==> config.mk <==
export PLATFORM = sky130hd
export DESIGN_NAME = mcart_regfile
export DESIGN_NICKNAME = d
export VERILOG_FILES = /design/src/rtl/mcart_pkg.sv /design/src/rtl/mcart_bus_decode.sv /design/src/rtl/mcart_state_regs.sv /design/src/rtl/mcart_nt_mux.sv /design/src/rtl/mcart_regfile.sv
export SDC_FILE = /design/constraint.sdc
export NUM_CORES = 1
export LEC_CHECK = 0
export BUFFER_PORTS_ARGS = -buffer_cell sky130_fd_sc_hd__buf_4
export CAP_MARGIN = 20
export CORE_UTILIZATION = 25
export CTS_CLUSTER_DIAMETER = 100
export CTS_CLUSTER_SIZE = 12
export DETAILED_ROUTE_END_ITERATION = 8
export PLACE_DENSITY = 0.49
export SYNTH_ARGS = -nofsm -noshare
export SYNTH_HDL_FRONTEND = slang
export SYNTH_SLANG_ARGS = --single-unit
export TNS_END_PERCENT = 10
==> constraint.sdc <==
create_clock -name clk -period 4.7 [get_ports clk]
set_clock_uncertainty 0.2 [all_clocks]
set_input_delay 0.47 -clock clk [delete_from_list [all_inputs] [get_ports clk]]
set_output_delay 0.47 -clock clk [all_outputs]
set_load 0.005 [all_outputs]
==> src/rtl/mcart_pkg.sv <==
package mcart_pkg;

    // Nametable arrangement selected by the low two mode bits
    typedef enum logic [1:0] {
        MIR_SCR_LO = 2'd0,
        MIR_SCR_HI = 2'd1,
        MIR_VERT   = 2'd2,
        MIR_HORZ   = 2'd3
    } mir_e;

    // Mode word, packed in the bit order the CPU writes it
    typedef struct packed {
        logic [1:0] size;
        logic [1:0] prg;
        mir_e       mir;
    } mode_t;

    // Register index: {group, member}
    typedef enum logic [1:0] {
        SEL_CHR   = 2'b00,
        SEL_INNER = 2'b01,
        SEL_MODE  = 2'b10,
        SEL_OUTER = 2'b11
    } sel_e;

    // One committed CPU write
    typedef struct packed {
        logic       idx_we;
        logic       dat_we;
        logic [7:0] data;
    } wr_t;

    localparam int unsigned REDIR_BIT   = 4;
    localparam logic [2:0]  IDX_WINDOW  = 3'b101;
    localparam logic [1:0]  PRG_PWRUP   = 2'd3;

    function automatic logic nt_a10(input mir_e m, input logic a11, input logic a10);
        unique case (m)
            MIR_SCR_LO: return 1'b0;
            MIR_SCR_HI: return 1'b1;
            MIR_VERT:   return a10;
            default:    return a11;
        endcase
    endfunction

endpackage

==> src/rtl/mcart_bus_decode.sv <==
module mcart_bus_decode
    import mcart_pkg::*;
(
    input  logic       clk,
    input  logic       por,
    input  logic       m2,
    input  logic       cpu_rw,
    input  logic       romsel_n,
    input  logic [2:0] cpu_a_hi,
    input  logic [7:0] cpu_d,
    output wr_t        wr
);

    logic m2_q;
    wr_t  pend_q;
    wr_t  hit;

    always_comb begin
        hit.idx_we = !cpu_rw && romsel_n && (cpu_a_hi == IDX_WINDOW);
        hit.dat_we = !cpu_rw && !romsel_n;
        hit.data   = cpu_d;
    end

    // Capture while M2 is high; the last high sample is committed at the fall
    always_ff @(posedge clk) begin
        if (por) begin
            m2_q   <= 1'b0;
            pend_q <= '0;
        end else begin
            m2_q <= m2;
            if (m2) pend_q <= hit;
        end
    end

    assign wr = (m2_q && !m2) ? pend_q : '0;

    AST_ONE_STROBE: assert property (@(posedge clk) disable iff (por)
        !(wr.idx_we && wr.dat_we)) else $error("both strobes");

    AST_COMMIT_ON_FALL: assert property (@(posedge clk) disable iff (por)
        (wr.idx_we || wr.dat_we) |-> (!m2 && $past(m2))) else $error("commit off M2 fall");

endmodule

==> src/rtl/mcart_state_regs.sv <==
module mcart_state_regs
    import mcart_pkg::*;
#(
    parameter int unsigned CHR_W   = 2,
    parameter int unsigned INNER_W = 4,
    parameter int unsigned OUTER_W = 6
) (
    input  logic               clk,
    input  logic               por,
    input  wr_t                wr,
    output logic [CHR_W-1:0]   chr_q,
    output logic [INNER_W-1:0] inner_q,
    output logic [OUTER_W-1:0] outer_q,
    output mode_t              mode_q
);

    sel_e sel_q;
    logic per_game;

    assign per_game = (sel_q == SEL_CHR) || (sel_q == SEL_INNER);

    always_ff @(posedge clk) begin
        if (por) begin
            sel_q   <= SEL_CHR;
            chr_q   <= '0;
            inner_q <= '0;
            outer_q <= '1;
            mode_q  <= '{size: 2'd0, prg: PRG_PWRUP, mir: MIR_SCR_LO};
        end else begin
            if (wr.idx_we)
                sel_q <= sel_e'({wr.data[7], wr.data[0]});
            if (wr.dat_we) begin
                unique case (sel_q)
                    SEL_CHR:   chr_q   <= wr.data[CHR_W-1:0];
                    SEL_INNER: inner_q <= wr.data[INNER_W-1:0];
                    SEL_MODE:  mode_q  <= mode_t'(wr.data[5:0]);
                    default:   outer_q <= wr.data[OUTER_W-1:0];
                endcase
                // One-screen select shadowed by per-game writes
                if (per_game && !mode_q.mir[1])
                    mode_q.mir <= mir_e'({1'b0, wr.data[REDIR_BIT]});
            end
        end
    end

    AST_D4_COPY: assert property (@(posedge clk) disable iff (por)
        (wr.dat_we && per_game && !mode_q.mir[1])
        |=> (mode_q.mir == mir_e'({1'b0, $past(wr.data[REDIR_BIT])})))
        else $error("bit4 not redirected");

    AST_D4_IGNORED: assert property (@(posedge clk) disable iff (por)
        (wr.dat_we && per_game && mode_q.mir[1]) |=> $stable(mode_q))
        else $error("bit4 leaked into mode");

    AST_IDLE_HOLD: assert property (@(posedge clk) disable iff (por)
        !(wr.idx_we || wr.dat_we)
        |=> ($stable(chr_q) && $stable(inner_q) && $stable(outer_q) && $stable(mode_q) && $stable(sel_q)))
        else $error("state moved without a write");

    AST_POR_INIT: assert property (@(posedge clk) disable iff (por)
        $fell(por) |-> (outer_q == '1 && mode_q.prg == PRG_PWRUP && sel_q == SEL_CHR))
        else $error("power-on state");

endmodule

==> src/rtl/mcart_nt_mux.sv <==
module mcart_nt_mux
    import mcart_pkg::*;
(
    input  mir_e       mir,
    input  logic [1:0] ppu_a_nt,
    output logic       ciram_a10
);

    assign ciram_a10 = nt_a10(mir, ppu_a_nt[1], ppu_a_nt[0]);

endmodule

==> src/rtl/mcart_regfile.sv <==
module mcart_regfile
    import mcart_pkg::*;
#(
    parameter int unsigned CHR_W   = 2,
    parameter int unsigned INNER_W = 4,
    parameter int unsigned OUTER_W = 6
) (
    input  logic               clk,
    input  logic               por,
    input  logic               m2,
    input  logic               cpu_rw,
    input  logic               romsel_n,
    input  logic [2:0]         cpu_a_hi,
    input  logic [7:0]         cpu_d,
    input  logic [1:0]         ppu_a_nt,
    output logic [CHR_W-1:0]   chr_bank_o,
    output logic               ciram_a10_o,
    output logic [INNER_W-1:0] inner_bank_o,
    output logic [OUTER_W-1:0] outer_bank_o,
    output logic [1:0]         prg_mode_o,
    output logic [1:0]         outer_size_o,
    output logic [1:0]         mirror_mode_o
);

    wr_t   wr;
    mode_t mode;

    mcart_bus_decode u_decode (
        .clk      (clk),
        .por      (por),
        .m2       (m2),
        .cpu_rw   (cpu_rw),
        .romsel_n (romsel_n),
        .cpu_a_hi (cpu_a_hi),
        .cpu_d    (cpu_d),
        .wr       (wr)
    );

    mcart_state_regs #(
        .CHR_W   (CHR_W),
        .INNER_W (INNER_W),
        .OUTER_W (OUTER_W)
    ) u_regs (
        .clk     (clk),
        .por     (por),
        .wr      (wr),
        .chr_q   (chr_bank_o),
        .inner_q (inner_bank_o),
        .outer_q (outer_bank_o),
        .mode_q  (mode)
    );

    mcart_nt_mux u_nt (
        .mir       (mode.mir),
        .ppu_a_nt  (ppu_a_nt),
        .ciram_a10 (ciram_a10_o)
    );

    assign prg_mode_o    = mode.prg;
    assign outer_size_o  = mode.size;
    assign mirror_mode_o = mode.mir;

    AST_SCREEN_FIXED: assert property (@(posedge clk) disable iff (por)
        (mirror_mode_o == 2'd0) |-> !ciram_a10_o) else $error("one-screen low");

    AST_SETTLED_IN_M2: assert property (@(posedge clk) disable iff (por)
        (m2 && $past(m2)) |=> ($stable(chr_bank_o) && $stable(outer_bank_o))) else $error("early commit");

endmodule

==> key figures <==
Worst setup path
  – Reg2reg end: u_regs.inner_q[2]
  – CP Capture Type: output pin
  – CP startpoint kind: flip-flop
  – Crit path from: u_regs.mode_q[1]
  – CP arrival: 1.09 ns
  – Worst reg-to-reg path cell count: 3
  – CP Capture Point: ciram_a10_o
  – Worst setup path class: reg -> out
  – Worst reg2reg path startpoint: u_decode.m2_q
  – R2R Setup Slk: 2.99 ns
  – Worst Path Max Fanout: 6
  – Critical Path RT: 4.03 ns

Timing
  – Setup TNS: 0 ns
  – Final WS setup: 2.942 ns
  – Slew @ Worst Pin: 0.4733 ns
  – Max Slew Vio Count: 0
  – Final Hold Fails: 0
  – Peak Freq: 568.8 MHz
  – Rel. slew slack: 0.6838
  – Crit path time final: about 1.8 ns
  – RSZ-0062 raised after global routing: no
  – Tcrit/Tclk final: 0.3741
  – Final setup fails: 0

Route
  – DRC Markers: 0
  – Initial DRT Pass Iterations: 4
  – Top layer in use: met4
  – Met3 wire len: 201 um
  – Met2 WL: 1.278 mm
  – DRT Wirelength: 2.904 mm
  – DRT antenna net count: 0
  – Met1 Wirelength: 1.381 mm
  – Routed vias/inst: 4.565
  – Routed len/inst: 12.15 um
  – Vias: 1091
  – First DRT Iteration DRCs: 43

Synth
  – Main synth FF type: dfxtp_1
  – Cells after Synth: 141
  – Yosys warns: 0
  – Async SR Flop Fraction: 0
  – Adder-cell share of the synthesized area: 0
  – Cell Area, Synth: approximately 1200 um2
  – Mux cell area share after synthesis: 0.08853
  – Share of the synthesized area in the top cell type: 0.4829
  – Number of synthesized flops with an enable pin: 0
  – Yosys reg bits: 30
  – Post-synth net total: 159
  – Synth area leader: dfxtp_1
  – Post-synth cell types: 27
  – Synth cell count leaders: dfxtp_1, nand3_1, o21ai_0
  – Compound-Gate Fraction of Synth Area: 0.1519
  – Synth Area in XOR/XNOR: 0
  – Seq/Total Area, Yosys: 0.4829
  – Most common cell in the netlist: dfxtp_1
  – Largest family of logic cells by synthesized area: simple AND/OR/NAND/NOR gates
  – Largest cells by area after synthesis: dfxtp_1, mux2i_1, nand3_1
  – Simple-gate area share of the yosys netlist: 0.2213
  – Mapped Avg Cell Area: slightly below 9 um2

Min path
  – Worst hold-check path type: in -> reg
  – Min-delay src: cpu_d[5]

Die
  – Std cell rows: 25
  – Core Area: 4755 um2
  – Io pins: 37
  – Die H: 72.53 um
  – Die area: 5261 um2
  – Die width: 72.53 um
  – Initial core utilization: 0.2616

Final layout
  – Fillers: about 500
  – Ratio of cells with drive above 1 in the final layout: 0.2442
  – Diodes inserted: 0
  – Area Growth Syn to Fin: 30.58%
  – Area of the multi-input gates: 574.3 um2
  – Reg area: 600.6 um2
  – Non-filler instance count after layout: about 240
  – Final #Nets: between 150 and 200

Global routing
  – GRT Total Usage: 0.1176
  – Antenna violations before repair: 0
  – Vias in the first global route: about 1.0k
  – Total gr overflow: 0
  – Largest net degree at the start of global routing: 24
  – Global-route wire length before repair: 4.657 mm

Pwr
  – Leakage: 0.6586 nW
  – Power Density: 310.7 nW/um2
  – VDD IR max: 0.1341 mV

Clocking
  – Htree depth: 2
  – CTS Hold Bufs: 0
  – CTS max path bufs: 2
  – TritonCTS clock tree: yes
  – Root buf cell: clkbuf_8
  – Clock transition at path regs: 0.07 ns
  – Setup bufs post-CTS: 0
  – Total CTS buffers: 5
  – Clk_lat worst skew: about 0.28 ns
  – CTS resizes: 0
  – TritonCTS sink count: 30

Placed design
  – Placed instance count: 231
  – Pre-CTS setup slack: just under 3 ns
  – GP Congestion: 0.7141
  – Port Buf Inserts: 35
  – Post-DP HPWL: roughly 2.1 mm

Run status
  – Status: finished clean

Flow run
  – MaxCap Viol Count: 0
## cell usage in the layout (no fill, tap or decap), types with 2 or more instances in the layout
master,count
a21oi_1,13
and3b_1,4
buf_4,35
clkbuf_8,6
dfxtp_1,30
inv_1,3
mux2i_1,11
nand2_1,2
nand3_1,16
nand3b_1,4
nand4_1,3
nor2_1,13
o211ai_1,2
o21ai_0,16
or3_1,2
## how the worst min path moves through the flow
stage	to	slack [ns]	cells past startpoint
after floorplan	u_decode.pend_q[9]	0.24	2
after global placement	u_decode.pend_q[9]	0.26	2
after detailed placement	u_decode.pend_q[9]	0.27	2
after CTS	u_decode.pend_q[5]	0.22	3
after global routing	u_decode.pend_q[1]	0.22	3
final	u_decode.pend_q[5]	0.22	3
## power breakdown
part / total (mW) / leakage (nW) / switching (mW) / internal (mW)
registers: 0.264 / 0.244 / 0.00497 / 0.259
clock network: 0.212 / 0.0482 / 0.0940 / 0.118
logic: 0.0288 / 0.367 / 0.0137 / 0.0151
total: 0.505 / 0.659 / 0.113 / 0.392
## layout make-up
type                       count  share of cell area
inverter                       3            0.006934
clock inverter                 1            0.003082
multi-input combinational     96              0.3536
tap                           67             0.05162
clock buffer                   7             0.05316
sequential                    30              0.3698
timing repair buffer          35              0.1618
## worst max-delay path: stages (launching register included)
cell     delay [ns]
dfxtp_1        0.43
a21oi_1        0.09
a31oi_1        0.15
buf_4          0.13
## registers in the layout (all words and copies together) (netlist names)
signal	flops
u_decode.m2_q	1
u_regs.inner_q	4
u_regs.sel_q	2
u_decode.pend_q	9
u_regs.outer_q	6
u_regs.chr_q	2
u_regs.mode_q	6
## cell families after synthesis
logic type,Yosys count
compound gates,35
buf+inv,15
flops,30
mux,11
simple gates,50
## routing by layer
metal	track usage	vias to the layer above
met5	0	-
met4	0.04357	0
met3	0.05556	6
met2	0.1848	31
met1	0.1395	494
li1	-	560
## stage by stage
stage	hold slack [ns]	util	power (mW)	cell area, um2
finish	0.2201	0.3416	0.5045	1624
global route	0.2171	0.3416	0.5263	1624
global placement	0.2613	0.3224	0.2976	1533
CTS	0.2169	0.3416	0.5120	1624
floorplan	0.2409	-	0.2844	1244
detailed placement	0.2699	0.3224	0.2986	1533
Note: power is estimated with default switching activity, not from simulation.
